$ cat config.mk
export PLATFORM = sky130hd
export DESIGN_NAME = oddmul_lut_mult
export DESIGN_NICKNAME = d
export VERILOG_FILES = /design/src/rtl/oddmul_pkg.sv /design/src/rtl/oddmul_nib_enc.sv /design/src/rtl/oddmul_store.sv /design/src/rtl/oddmul_nib_scale.sv /design/src/rtl/oddmul_lut_mult.sv
export SDC_FILE = /design/constraint.sdc
export NUM_CORES = 1
export LEC_CHECK = 0
export BUFFER_PORTS_ARGS = -buffer_cell sky130_fd_sc_hd__buf_2
export CORE_MARGIN = 3
export CORE_UTILIZATION = 35
export DETAILED_ROUTE_END_ITERATION = 10
export GPL_TIMING_DRIVEN = 0
export PLACE_DENSITY = 0.49
export SYNTH_ARGS = -nofsm -noshare
export SYNTH_HDL_FRONTEND = slang
export SYNTH_SLANG_ARGS = --single-unit
$ cat constraint.sdc
create_clock -name clk_i -period 4.7 [get_ports clk_i]
set_input_delay 0.235 -clock clk_i [delete_from_list [all_inputs] [get_ports clk_i]]
set_output_delay 0.235 -clock clk_i [all_outputs]
set_load 0.05 [all_outputs]
$ cat src/rtl/oddmul_pkg.sv
package oddmul_pkg;
  typedef struct packed {
    logic [2:0] addr;   // odd part index
    logic [1:0] shamt;  // trailing zero count
    logic       zero;   // nibble is 0000
  } nib_code_t;
endpackage

$ cat src/rtl/oddmul_nib_enc.sv
module oddmul_nib_enc
  import oddmul_pkg::*;
(
  input  logic [3:0] nib_i,
  output nib_code_t  code_o
);
  logic [3:0] odd_part;

  always_comb begin
    code_o = '0;
    casez (nib_i)
      4'b???1: code_o.shamt = 2'd0;
      4'b??10: code_o.shamt = 2'd1;
      4'b?100: code_o.shamt = 2'd2;
      4'b1000: code_o.shamt = 2'd3;
      default: code_o.zero  = 1'b1;
    endcase
    odd_part    = nib_i >> code_o.shamt;
    code_o.addr = odd_part[3:1];
  end

  // address and shift must rebuild the nibble
  always_comb begin
    if (!code_o.zero)
      assert_enc_map_R2: assert ((7'({code_o.addr, 1'b1}) << code_o.shamt) == 7'(nib_i));
  end
endmodule

$ cat src/rtl/oddmul_store.sv
module oddmul_store #(
  parameter int COEF_W = 8,
  parameter int PORTS  = 2,
  localparam int WORD_W = COEF_W + 4,
  localparam int DEPTH  = 8
) (
  input  logic                         clk_i,
  input  logic                         rst_ni,
  input  logic                         load_i,
  input  logic [COEF_W-1:0]            coef_i,
  input  logic [PORTS-1:0][2:0]        rd_addr_i,
  output logic [PORTS-1:0][WORD_W-1:0] rd_data_o
);
  logic [DEPTH-1:0][WORD_W-1:0] word_q;

  for (genvar k = 0; k < DEPTH; k++) begin : g_word
    localparam logic [WORD_W-1:0] ODD_MUL = WORD_W'(2 * k + 1);
    always_ff @(posedge clk_i or negedge rst_ni) begin
      if (!rst_ni)     word_q[k] <= '0;
      else if (load_i) word_q[k] <= WORD_W'(coef_i) * ODD_MUL;
    end
  end

  for (genvar p = 0; p < PORTS; p++) begin : g_port
    assign rd_data_o[p] = word_q[rd_addr_i[p]];
  end

  assert_load_base_R1: assert property (@(posedge clk_i) disable iff (!rst_ni)
    load_i |=> word_q[0] == WORD_W'($past(coef_i)));
  assert_load_top_R1: assert property (@(posedge clk_i) disable iff (!rst_ni)
    load_i |=> word_q[DEPTH-1] == (word_q[0] << 4) - word_q[0]);
endmodule

$ cat src/rtl/oddmul_nib_scale.sv
module oddmul_nib_scale
  import oddmul_pkg::*;
#(
  parameter int WORD_W = 12
) (
  input  logic [WORD_W-1:0] word_i,
  input  nib_code_t         code_i,
  output logic [WORD_W-1:0] part_o
);
  assign part_o = code_i.zero ? '0 : (word_i << code_i.shamt);
endmodule

$ cat src/rtl/oddmul_lut_mult.sv
module oddmul_lut_mult
  import oddmul_pkg::*;
#(
  parameter int COEF_W = 8,
  localparam int IN_W   = 8,
  localparam int NIBS   = IN_W / 4,
  localparam int WORD_W = COEF_W + 4,
  localparam int PROD_W = COEF_W + IN_W
) (
  input  logic              clk_i,
  input  logic              rst_ni,
  input  logic              in_valid_i,
  input  logic [IN_W-1:0]   in_data_i,
  input  logic              coef_load_i,
  input  logic [COEF_W-1:0] coef_i,
  output logic              out_valid_o,
  output logic [PROD_W-1:0] out_prod_o
);
  nib_code_t                      code_d [NIBS];
  nib_code_t                      code_q [NIBS];
  logic [NIBS-1:0][2:0]           rd_addr;
  logic [NIBS-1:0][WORD_W-1:0]    rd_data;
  logic [NIBS-1:0][WORD_W-1:0]    part;
  logic                           v1_q;
  logic [PROD_W-1:0]              sum;

  for (genvar n = 0; n < NIBS; n++) begin : g_nib
    oddmul_nib_enc u_enc (
      .nib_i  (in_data_i[4*n +: 4]),
      .code_o (code_d[n])
    );
    always_ff @(posedge clk_i or negedge rst_ni) begin
      if (!rst_ni)         code_q[n] <= '0;
      else if (in_valid_i) code_q[n] <= code_d[n];
    end
    assign rd_addr[n] = code_q[n].addr;
    oddmul_nib_scale #(.WORD_W(WORD_W)) u_scale (
      .word_i (rd_data[n]),
      .code_i (code_q[n]),
      .part_o (part[n])
    );
  end

  oddmul_store #(.COEF_W(COEF_W), .PORTS(NIBS)) u_store (
    .clk_i     (clk_i),
    .rst_ni    (rst_ni),
    .load_i    (coef_load_i),
    .coef_i    (coef_i),
    .rd_addr_i (rd_addr),
    .rd_data_o (rd_data)
  );

  always_comb begin
    sum = '0;
    for (int n = 0; n < NIBS; n++) sum = sum + (PROD_W'(part[n]) << (4 * n));
  end

  always_ff @(posedge clk_i or negedge rst_ni) begin
    if (!rst_ni) begin
      v1_q        <= 1'b0;
      out_valid_o <= 1'b0;
      out_prod_o  <= '0;
    end else begin
      v1_q        <= in_valid_i;
      out_valid_o <= v1_q;
      if (v1_q) out_prod_o <= sum;
    end
  end

  assert_stage_valid_R6: assert property (@(posedge clk_i) disable iff (!rst_ni)
    in_valid_i |=> v1_q);
  assert_out_valid_R6: assert property (@(posedge clk_i) disable iff (!rst_ni)
    v1_q |=> out_valid_o);
  assert_no_spurious_valid_R6: assert property (@(posedge clk_i) disable iff (!rst_ni)
    !v1_q |=> !out_valid_o);
  assert_hold_R7: assert property (@(posedge clk_i) disable iff (!rst_ni)
    !v1_q |=> $stable(out_prod_o));
  assert_zero_nibs_R4: assert property (@(posedge clk_i) disable iff (!rst_ni)
    (v1_q && code_q[0].zero && code_q[NIBS-1].zero) |=> out_prod_o == '0);
endmodule

### Word level (Yosys, flattened, before mapping)

Index checks and enable logic that the tools add are counted.
W data, S select, Z words.

* output and inout bits: 17
* bits in registers: 118
* input bits: 20
* logic and storage cells: 49

* eq/ne operators: 6
* multiplexer cells: 10
* shift-type cells: 4
* reduce and logical (&&, ||, !) cells: 2
* multipliers: 7
* order comparisons: 2
* add/sub/neg operators: 1

Operators with widths (number)
* $bmux W12 S3: 2
* $mul A8 B4 Y12 const B: 4
* $mux W12: 4
* $shl A12 B2 Y12: 2
* $mul A8 B3 Y11 const B: 2
* $add A12 B16 Y16: 1
* $pmux W2 S3: 2
* $mul A8 B2 Y10 const B: 1
* $eq A4 B4 Y1 const B: 2
* $lt A3 B4 Y1 const B: 2
* $reduce_or A4 Y1: 2
* $shr A4 B2 Y4: 2
* $eq A3 B3 Y1 const B: 2
* $eq A2 B2 Y1 const B: 2
* $mux W1: 2

### Longest topological paths before layout

Gate-level depths: netlist of the first run.

* depth after elaboration: 5
* depth in mapped cells: 19
* gate-level depth less buffers: 17

### Cells and area by module

From an unflattened synthesis of the first run, not the netlist that was laid out.

* cell total of the unflattened synthesis: 866
* area, all modules: 8959.8 µm²

By module, submodules not included
* oddmul_store: times used 1, cells each 640, area an instance 6757.7 µm², seq. area each 1776.7 µm²
* oddmul_lut_mult: times used 1, cells each 142, area an instance 1609.0 µm², seq. area each 750.7 µm²
* oddmul_nib_scale: times used 2, cells each 29, area an instance 227.7 µm², seq. area each 0.0 µm²
* oddmul_nib_enc: times used 2, cells each 13, area an instance 68.8 µm², seq. area each 0.0 µm²

### Worst setup path after synthesis of the first run

No wires, ideal clock.

* path kind: register to register
* start point: reg code_q[9] (netlist name)
* end point: reg out_prod_o[14]
* clock period less this slack: 3502 ps
* data arrival time: 3377 ps
* cell stages (with the launch flop): 19
* buffers on the path: 1
* data required time: 4575 ps
* library setup time: 125 ps
* setup slack: 1198 ps
* cell sequence: dfrtp_1 -> buf_1 -> mux4_2 -> mux2i_1 -> nand2_1 -> o21ai_0 -> nor2_1 -> a21oi_1 -> nor2_1 -> ha_1 -> inv_1 -> fa_1 -> nor2b_1 -> o21ai_0 -> a21oi_1 -> o21ai_0 -> nor3_1 -> xor2_1 -> mux2_4

* cells in the longest elaborated chain, start to end: 5

Ends and longest elaborated chain
* start, declared: line oddmul_lut_mult.sv:20 `nib_code_t code_q [NIBS];`
* start signal, assigned by index: line oddmul_lut_mult.sv:34 `else if (in_valid_i) code_q[n] <= code_d[n];`
* $bmux W12 S3: line oddmul_store.sv:25 `assign rd_data_o[p] = word_q[rd_addr_i[p]];`
* $mux W12 (not written as such): line oddmul_store.sv:25
* $shl A12 B2 Y12: line oddmul_nib_scale.sv:10 `assign part_o = code_i.zero ? '0 : (word_i << code_i.shamt);`
* $mux W12: line oddmul_nib_scale.sv:10
* $add A12 B16 Y16: line oddmul_lut_mult.sv:55 `for (int n = 0; n < NIBS; n++) sum = sum + (PROD_W'(part[n]) << (4 * n));`
* end signal, assigned: line oddmul_lut_mult.sv:66 `if (v1_q) out_prod_o <= sum;`
* end, declared: line oddmul_lut_mult.sv:17 `output logic [PROD_W-1:0] out_prod_o`

Every way passes these cells. The select of a mux whose other input is x is not followed.
A chain may end at the register's enable or synchronous reset.

### Worst setup path in the final report of the first run

Same ends and word-level chain as after synthesis.

==> run metrics, run 1 <==
outcome=finished, final reports clean; DP HPWL=17.92 mm; vias in the first global route=6269; max_cap viols=0; RSZ-0062 raised after global routing=false; CTS tree=yes; Fmax achieved=234.9 MHz; min cycle time layout=4.256 ns; Fin. Hold Viols=0; syn avg cell area=10.61 sq um; critical path type=register to register; Worst VDD drop=0.2018 mV; xor/xnor share of the synthesized area=0.04523; IO Pins=37; Overflow after GRT=0; nets=981; global-route wire length before repair=35.95 mm; antenna-violating nets left=0; WP data required=4.95 ns; Die W=162.0 microns; initial core utilization=0.3597; Min-Delay Path Class=primary input to register; Yosys warning count=0; clock-pin slew on the worst setup and hold paths=0.08 ns; Die ar.=0.02625 sq mm; core area=0.02368 sq mm; via count=6068; power per cell area=424.8 mW/mm^2; syn_nets=934; ratio of cells with drive above 1 in the final layout=0.1895; Die Y=162.0 microns; placed cell area=0.009119 sq mm; critical path startpoint category=register; number of I/O port buffers=34; Crit Path Max Fanout=10; WL final=22.61 mm; CTS max path bufs=2; non-filler cells, final=1174; Lkg Pwr=4.301 nW; mux cell area share after synthesis=0.2038; worst-case reg-to-reg path depth=18; area delta synth->final=10.44%; synthesized-area fraction occupied by adder cells=0.1939; CTS H-Tree Depth=3; Vias/cell=5.169; clock sink count=101; Site Rows=56; GP Congestion=0.8195; period utilization=0.9056; clk_skew=0.01186 ns; largest family of logic cells by synthesized area=multiplexers; compound-gate portion of the synthesized area=0.1272; flops & latches, synth=101; fin. max-slew vios=0; WHS=0.02353 ns; TNS Setup=0 ns; most common cell after layout, fill and taps aside=dfrtp_1; initial antenna violation count=0; Hold Path Depth=1; n_diodes=0; Post-synth EDFFs=0; sequential area share after synthesis=0.2967; Setup crit end kind=register; Synth async-reset ratio=1.000; finished layout cell area=0.009409 sq mm; CTS buffer count=9; DR DRC count=0; mean routed wirelength per cell=19.26 microns; largest net degree at the start of global routing=52; GRT Resource Usage Total=0.1787; total power=0.003997 W; Data arrival, critical path=4.51 ns; endpoints failing setup=0; Root Driver=clkbuf_16; Post-Synth Simple-Gate Area=0.08474; Iteration-0 DRC Markers=249; cell area after synthesis=0.008519 sq mm; count of different cell masters after synthesis=60; post-synthesis instance total=803; Main synth FF type=dfrtp_1; Pre-Repair DR Iteration Count=5; Placed Cells=1157; most frequent cells in the layout=dfrtp_1, ha_1, inv_1, mux2_2, nor2_1; FF-to-FF setup slack=0.44 ns; Skew-Pair Late Insertion Delay=0.36 ns; Worst-Margin Slew=0.9296 ns; worst rel slew slack=0.3803
[state kept, by name (all words and copies together) (netlist names)]
signal,count
v1_q,1
code_q,12
out_valid_o,1
u_store.word_q,71
out_prod_o,16
[repair_timing]
action	4_1_cts	5_1_grt
buffers inserted	0	0
gates resized for setup	0	2
hold buffers	1	0
endpoints found under the setup margin	0	2
hold endpoints to repair	50	0
[stage by stage]
| step | utilization | setup slack [ns] |
|---|---|---|
| finish | 0.3973 | 0.4437 |
| CTS | 0.3972 | 0.2271 |
| global route | 0.3973 | 0.1270 |
| floorplan | - | 1.198 |
| detailed placement | 0.3850 | 0.2575 |
| global placement | 0.3838 | 0.2218 |
[power breakdown]
| part | switching, W | leakage, nW | internal [W] |
|---|---|---|---|
| Sequential | 0.000207 | 1.20 | 0.00111 |
| Combinational | 0.00107 | 2.97 | 0.000873 |
| Clock | 0.000359 | 0.128 | 0.000375 |
| Total | 0.00163 | 4.30 | 0.00236 |
[routing by layer]
layer | vias up | routed length (microns) | GRT usage | part of all wire
li1 | 2969 | - | - | -
met1 | 2997 | 10820 | 0.2511 | 0.48
met4 | 0 | 269 | 0.03877 | 0.012
met2 | 86 | 10760 | 0.2967 | 0.48
met3 | 16 | 755 | 0.02346 | 0.033
met5 | - | 0 | 0 | 0
[area by class of cell]
type,count,area [sq um]
clock inverter,5,36.28
timing repair buffer,36,210.2
clock buffer,11,242.7
sequential,101,2527
buffer,35,147.6
inverter,71,266.5
tap,319,399.1
multi-input combinational,596,5579
fill,2434,14270
[Yosys cell counts (12+ instances only)]
| library cell | n | share of area |
|---|---|---|
| mux2i_1 | 19 | 0.022 |
| inv_1 | 69 | 0.030 |
| ha_1 | 76 | 0.11 |
| o21ai_0 | 34 | 0.020 |
| mux4_2 | 31 | 0.082 |
| xor2_1 | 16 | 0.016 |
| a31oi_1 | 12 | 0.0088 |
| dfrtp_1 | 101 | 0.30 |
| a21oi_1 | 40 | 0.023 |
| a21o_1 | 30 | 0.026 |
| clkbuf_1 | 21 | 0.0093 |
| mux2_2 | 67 | 0.089 |
| nor2_1 | 56 | 0.025 |
| nand2_1 | 42 | 0.019 |
| xnor2_1 | 28 | 0.029 |
| fa_1 | 35 | 0.082 |
[worst max-delay path: stages (launching register included)]
cell	delay [ns]
dfrtp_1	0.39
buf_1	0.72
mux4_2	0.61
mux2i_1	0.28
nand2_1	0.09
o21ai_0	0.13
nor2_1	0.07
a21oi_1	0.13
nor2_1	0.06
ha_1	0.25
inv_1	0.08
fa_1	0.20
nor2b_1	0.05
o21ai_0	0.19
a21oi_1	0.12
o21ai_0	0.29
nor3_1	0.10
xor2_1	0.15
mux2_4	0.26
[final timing paths]
| path | start | endpoint |
|---|---|---|
| worst max-delay path | code_q[9] | out_prod_o[14] |
| worst min-delay path | in_valid_i | v1_q |
| worst max register to register | code_q[9] | out_prod_o[14] |
| worst min register to register | v1_q | out_valid_o |
| max in group asynchronous | rst_ni | u_store.word_q[20] |
| min in group asynchronous | rst_ni | out_prod_o[10] |
[logic make-up after synthesis]
family / Yosys count
AOI/OAI and AO/OA: 167
xor gates and xnor gates: 44
adders and majority gates: 111
buffers and inverters: 106
DFF: 101
muxes: 121
and+or+nand+nor: 153
No activity file was read; power rests on OpenSTA's default activity.
==> run 2, diff against run 1 <==
--- a/config.mk
+++ b/config.mk
@@ -6,11 +6,13 @@
 export NUM_CORES = 1
 export LEC_CHECK = 0
 export BUFFER_PORTS_ARGS = -buffer_cell sky130_fd_sc_hd__buf_2
+export CELL_PAD_IN_SITES_DETAIL_PLACEMENT = 1
+export CELL_PAD_IN_SITES_GLOBAL_PLACEMENT = 1
 export CORE_MARGIN = 3
 export CORE_UTILIZATION = 35
 export DETAILED_ROUTE_END_ITERATION = 10
 export GPL_TIMING_DRIVEN = 0
-export PLACE_DENSITY = 0.49
+export PLACE_DENSITY_LB_ADDON = 0.1
 export SYNTH_ARGS = -nofsm -noshare
 export SYNTH_HDL_FRONTEND = slang
 export SYNTH_SLANG_ARGS = --single-unit
==> run metrics, run 2 (synthesis gave the netlist of run 1 again) <==
ratio of cells with drive above 1 in the final layout=0.1885 (was 0.1895); Die W=162.0 microns (unchanged); global-route wire length before repair=40.81 mm (was 35.95 mm); Data arrival, critical path=4.53 ns (was 4.51 ns); Min-Delay Path Class=primary input to register (unchanged); total power=0.004076 W (was 0.003997 W); CTS buffer count=9 (unchanged); GRT Resource Usage Total=0.2031 (was 0.1787); area delta synth->final=10.43% (was 10.44%); DR DRC count=0 (unchanged); clock sink count=101 (unchanged); Setup crit end kind=register (unchanged); Worst-Margin Slew=0.8873 ns (was 0.9296 ns); n_diodes=0 (unchanged); critical path startpoint category=register (unchanged); clk_skew=0.01103 ns (was 0.01186 ns); Worst VDD drop=0.1797 mV (was 0.2018 mV); clock-pin slew on the worst setup and hold paths=0.07 ns (was 0.08 ns); endpoints failing setup=0 (unchanged); most common cell after layout, fill and taps aside=dfrtp_1 (unchanged); Iteration-0 DRC Markers=209 (was 249); DP HPWL=20.48 mm (was 17.92 mm); Fmax achieved=233.4 MHz (was 234.9 MHz); CTS tree=yes (unchanged); Die ar.=0.02625 sq mm (unchanged); nets=981 (unchanged); min cycle time layout=4.284 ns (was 4.256 ns); vias in the first global route=7080 (was 6269); post-CTS setup buffers=0 (unchanged); Crit Path Max Fanout=10 (unchanged); Regs by FF count=u_store.word_q (71), out_prod_o (16), code_q (12) (unchanged); most frequent cells in the layout=dfrtp_1, ha_1, inv_1, mux2_2, nor2_1 (unchanged); critical path type=register to register (unchanged); Die Y=162.0 microns (unchanged); IO Pins=37 (unchanged); core area=0.02368 sq mm (unchanged); WP data required=4.95 ns (about the same); Root Driver=clkbuf_16 (unchanged); Lkg Pwr=4.308 nW (was 4.301 nW); CTS max path bufs=2 (unchanged); period utilization=0.9116 (was 0.9056); max reg flops=71 (unchanged); WL final=25.40 mm (was 22.61 mm); worst rel slew slack=0.4085 (was 0.3803); initial antenna violation count=0 (unchanged); Site Rows=56 (unchanged); number of I/O port buffers=34 (unchanged); outcome=finished, final reports clean (unchanged); RSZ-0062 raised after global routing=false (unchanged); initial core utilization=0.3597 (unchanged); Fin. Hold Viols=0 (unchanged); CTS H-Tree Depth=3 (unchanged); Skew-Pair Late Insertion Delay=0.36 ns (about the same); max_cap viols=0 (unchanged); GP Congestion=0.8453 (was 0.8195); Overflow after GRT=0 (unchanged); via count=6311 (was 6068); Top reg by flops=u_store.word_q (unchanged); power per cell area=433.2 mW/mm^2 (was 424.8 mW/mm^2); fin. max-slew vios=0 (unchanged); TNS Setup=0 ns (unchanged); antenna-violating nets left=0 (unchanged); Vias/cell=5.380 (was 5.169); largest net degree at the start of global routing=54 (was 52); mean routed wirelength per cell=21.66 microns (was 19.26 microns); Pre-Repair DR Iteration Count=6 (was 5)
run 2: cell count changes in the layout (fill, tap and decap cells not counted):
cell,previous run,this run
clkinvlp_4,3,1
clkbuf_8,1,2
run 2: path summary, 6_finish.rpt:
check,start,endpoint,slack (ns),cells past startpoint
worst max-delay path,code_q[9],out_prod_o[14],0.42,18
worst min-delay path,in_valid_i,v1_q,0.02,1
min in group asynchronous,rst_ni,out_prod_o[5],0.46,2
worst max register to register,code_q[9],out_prod_o[14],0.42,18
max in group asynchronous,rst_ni,u_store.word_q[55],3.51,3
worst min register to register,out_prod_o[10],out_prod_o[10],0.51,1
run 2: critical path: stages, from the launching register on:
cell	delay, ns
dfrtp_1	0.39
buf_1	0.68
mux4_2	0.60
mux2i_1	0.26
nand2_1	0.08
o21ai_0	0.12
nor2_1	0.07
a21oi_1	0.13
nor2_1	0.06
ha_1	0.25
inv_1	0.08
fa_1	0.21
nor2b_1	0.06
o21ai_0	0.24
a21oi_1	0.15
o21ai_0	0.30
nor3_1	0.10
xor2_1	0.15
mux2_4	0.26
run 2: repair_timing:
| action | 4_1_cts | 5_1_grt |
|---|---|---|
| hold buffers | 1 | 0 |
| setup endpoints to repair | 0 | 2 |
| hold endpoints to repair | 48 | 0 |
| gates resized for setup | 0 | 2 |
run 2: per-stage QoR:
stage,std cells,hold slack [ns],worst slack (ns),area (sq um),utilization
floorplan,803,-0.06059,1.198,8519,-
global placement,1156,0.3953,0.1167,9089,0.3838
detailed placement,1157,0.3155,0.1486,9119,0.3850
CTS,1173,0.01336,0.1357,9407,0.3972
global route,1173,0.02221,0.02312,9408,0.3972
finish,1173,0.02125,0.4156,9408,0.3972
run 2: per-layer routing:
layer	routed length (microns)	vias to the layer above	GRT usage
li1	-	2954	-
met4	423	0	0.05545
met2	13260	72	0.3712
met5	0	-	0
met1	11200	3263	0.2579
met3	516	22	0.01683
run 2: power breakdown:
group          switching (W)  internal (W)  total, W
sequential          0.000225       0.00111   0.00134
combinational        0.00111      0.000880   0.00199
clock               0.000357      0.000387  0.000743
run 2: layout make-up:
type	instances	area (sq um)
clock inverters	3	21.27
fillers	2679	14270
repair buffers	36	210.2
flip-flops and latches	101	2527
multi-input cells	596	5579
clock buffers	12	256.5
inverters	71	266.5
well taps	319	399.1
plain buffers	35	147.6
==> run 3, diff against run 2 <==
--- a/config.mk
+++ b/config.mk
@@ -9,7 +9,7 @@
 export CELL_PAD_IN_SITES_DETAIL_PLACEMENT = 1
 export CELL_PAD_IN_SITES_GLOBAL_PLACEMENT = 1
 export CORE_MARGIN = 3
-export CORE_UTILIZATION = 35
+export CORE_UTILIZATION = 40
 export DETAILED_ROUTE_END_ITERATION = 10
 export GPL_TIMING_DRIVEN = 0
 export PLACE_DENSITY_LB_ADDON = 0.1
==> constraint.sdc (replaced) <==
create_clock -name clk_i -period 4.65 [get_ports clk_i]
set_input_delay 0.2325 -clock clk_i [delete_from_list [all_inputs] [get_ports clk_i]]
set_output_delay 0.2325 -clock clk_i [all_outputs]
set_load 0.05 [all_outputs]
==> run metrics, run 3 (synthesis gave the netlist of run 1 again) <==
outcome=finished, final reports clean (unchanged); GP Congestion=0.8065 (was 0.8453); critical path startpoint category=register (unchanged); Final Util=0.4548 (was 0.3972); Crit Path Max Fanout=11 (was 10); ratio of cells with drive above 1 in the final layout=0.1920 (was 0.1885); n_diodes=0 (unchanged); WP data required=4.92 ns (was 4.95 ns); area delta synth->final=9.752% (was 10.43%); filler instances=2311 (was 2679); Worst VDD drop=0.1789 mV (was 0.1797 mV); most frequent cells in the layout=dfrtp_1, ha_1, inv_1, mux2_2, nor2_1 (unchanged); mean routed wirelength per cell=22.51 microns (was 21.66 microns); Iteration-0 DRC Markers=269 (was 209); min cycle time layout=4.221 ns (was 4.284 ns); Hold Path Depth=1 (unchanged); total power=0.004136 W (was 0.004076 W); clk_skew=0.007469 ns (was 0.01103 ns); worst r2r src=code_q[10] (was code_q[9]); max reg flops=71 (unchanged); CTS H-Tree Depth=3 (unchanged); Skew-Pair Late Insertion Delay=0.36 ns (about the same); Vias/cell=5.673 (was 5.380); vias in the first global route=7038 (was 7080); DP HPWL=20.35 mm (was 20.48 mm); initial core utilization=0.4144 (was 0.3597); HP Start=in_valid_i (unchanged); met1 usage=0.2856 (was 0.2579); Overflow after GRT=0 (unchanged); IO Pins=37 (unchanged); endpoints failing setup=0 (unchanged); end of the worst hold path=v1_q (unchanged); CP max-delay cell=dfrtp_1 (was buf_1); clock-pin slew on the worst setup and hold paths=0.08 ns (was 0.07 ns); power per cell area=442.4 mW/mm^2 (was 433.2 mW/mm^2); critical path type=register to register (unchanged); WHS=0.02235 ns (was 0.02125 ns); global-route wire length before repair=40.43 mm (was 40.81 mm); period utilization=0.9078 (was 0.9116); FF-to-FF setup slack=0.43 ns (was 0.42 ns); worst rel slew slack=0.4498 (was 0.4085); Data arrival, critical path=4.49 ns (was 4.53 ns); Worst-Margin Slew=0.8253 ns (was 0.8873 ns); Fmax achieved=236.9 MHz (was 233.4 MHz); Regs by FF count=u_store.word_q (71), out_prod_o (16), code_q (12) (unchanged); Root Driver=clkbuf_16 (unchanged); Die ar.=0.02309 sq mm (was 0.02625 sq mm); max_cap viols=0 (unchanged); core area=0.02056 sq mm (was 0.02368 sq mm); Top reg by flops=u_store.word_q (unchanged); antenna-violating nets left=0 (unchanged); via count=6377 (was 6311); fin. max-slew vios=0 (unchanged); worst-case reg-to-reg path depth=16 (was 18); Final WS setup=0.4287 ns (was 0.4156 ns); biggest cell delay along the critical path=0.71 ns (was 0.68 ns); WL final=25.30 mm (was 25.40 mm); Setup crit end kind=register (unchanged); nets=980 (was 981); Die W=151.9 microns (was 162.0 microns); RSZ-0062 raised after global routing=false (unchanged); initial antenna violation count=0 (unchanged); CTS max path bufs=2 (unchanged); number of I/O port buffers=34 (unchanged); Die Y=151.9 microns (was 162.0 microns); CTS tree=yes (unchanged); Fin. Hold Viols=0 (unchanged); clock sink count=101 (unchanged); worst path cell trace=clkbuf_2 > mux4_2 > mux2i_1 > nand2_1 > o21ai_0 > nor2_1 > a21oi_1 > nor2_1 > ha_1 > a211o_1 > o211ai_1 > a21oi_1 > o21ai_0 > nor3_1 > or3_1 > a31oi_1 (was buf_1 > mux4_2 > mux2i_1 > nand2_1 > o21ai_0 > nor2_1 > a21oi_1 > nor2_1 > ha_1 > inv_1 > fa_1 > nor2b_1 > o21ai_0 > a21oi_1 > o21ai_0 > nor3_1 > xor2_1 > mux2_4); Pre-Repair DR Iteration Count=4 (was 6); M3 GR Usage=0.01962 (was 0.01683); r2r endpoint=out_prod_o[13] (was out_prod_o[14]); most common cell after layout, fill and taps aside=dfrtp_1 (unchanged); Site Rows=52 (was 56); busiest grt layer=met2 (unchanged); Min-Delay Path Class=primary input to register (unchanged); CTS buffer count=9 (unchanged); TNS Setup=0 ns (unchanged); GRT met2 Usage=0.4105 (was 0.3712); largest net degree at the start of global routing=61 (was 54); Lkg Pwr=4.313 nW (was 4.308 nW); DR DRC count=0 (unchanged); DP Worst Slack=-0.01215 ns (was 0.1486 ns); GRT Resource Usage Total=0.2228 (was 0.2031)
-- run 3: cell types whose count changed in the layout (fill, tap and decap cells not counted), sizes merged --
| cell | change |
|---|---|
| clkinv | +2 |
| inv | +2 |
| buf | -1 |
| clkbuf | -3 |
-- run 3: stage by stage --
step	cell area (sq um)	std cells
after floorplan	8519	803
after global placement	9027	1107
after detailed placement	9057	1108
after CTS	9353	1125
after global routing	9350	1124
final	9350	1124
-- run 3: area by class of cell --
cell class / count / area (sq um) / share of cell area
Sequential cell: 101 / 2527 / 0.2703
Clock inverter: 7 / 58.81 / 0.006289
Inverter: 71 / 266.5 / 0.02850
Tap cell: 270 / 337.8 / 0.03613
Timing Repair Buffer: 36 / 210.2 / 0.02248
Clock buffer: 9 / 225.2 / 0.02409
Buffer: 34 / 145.1 / 0.01552
Multi-Input combinational cell: 596 / 5579 / 0.5967
-- run 3: worst max-delay path by stage --
stage / start / slack, ns / to
final: code_q[10] / 0.43 / out_prod_o[13]
after global routing: code_q[10] / 0.13 / out_prod_o[14]
after CTS: code_q[9] / 0.11 / out_prod_o[14]
after detailed placement: code_q[10] / -0.01 / out_prod_o[14]
after global placement: code_q[10] / 0.11 / out_prod_o[14]
after floorplan: code_q[9] / 1.15 / out_prod_o[14]
-- run 3: report_power, final --
part	internal, W	switching [W]	leakage, nW
combinational	0.000891	0.00112	2.97
clock	0.000372	0.000396	0.138
sequential	0.00113	0.000230	1.20
total	0.00239	0.00175	4.31
-- run 3: what timing repair did --
action                                 4_1_cts  5_1_grt
hold buffers                                 1        0
setup endpoints to repair                    2        2
gates resized for setup                      1        2
endpoints found under the hold margin       41        0
setup buffers                                0        0
-- run 3: layer usage --
| metal | wire (microns) | part of all wire | up-vias |
|---|---|---|---|
| met5 | 0 | 0 | - |
| met2 | 13340 | 0.53 | 93 |
| met3 | 718 | 0.028 | 18 |
| met1 | 10910 | 0.43 | 3297 |
| met4 | 328 | 0.013 | 0 |
| li1 | - | - | 2969 |
-- run 3: critical path: cells and delay by family (launching register included) --
kind            cells  cell delay, ns
compound gates      7            1.42
fa+ha+maj           1            0.25
buf+inv             1            0.39
flops               1            0.71
mux                 2            0.65
simple gates        5            0.69
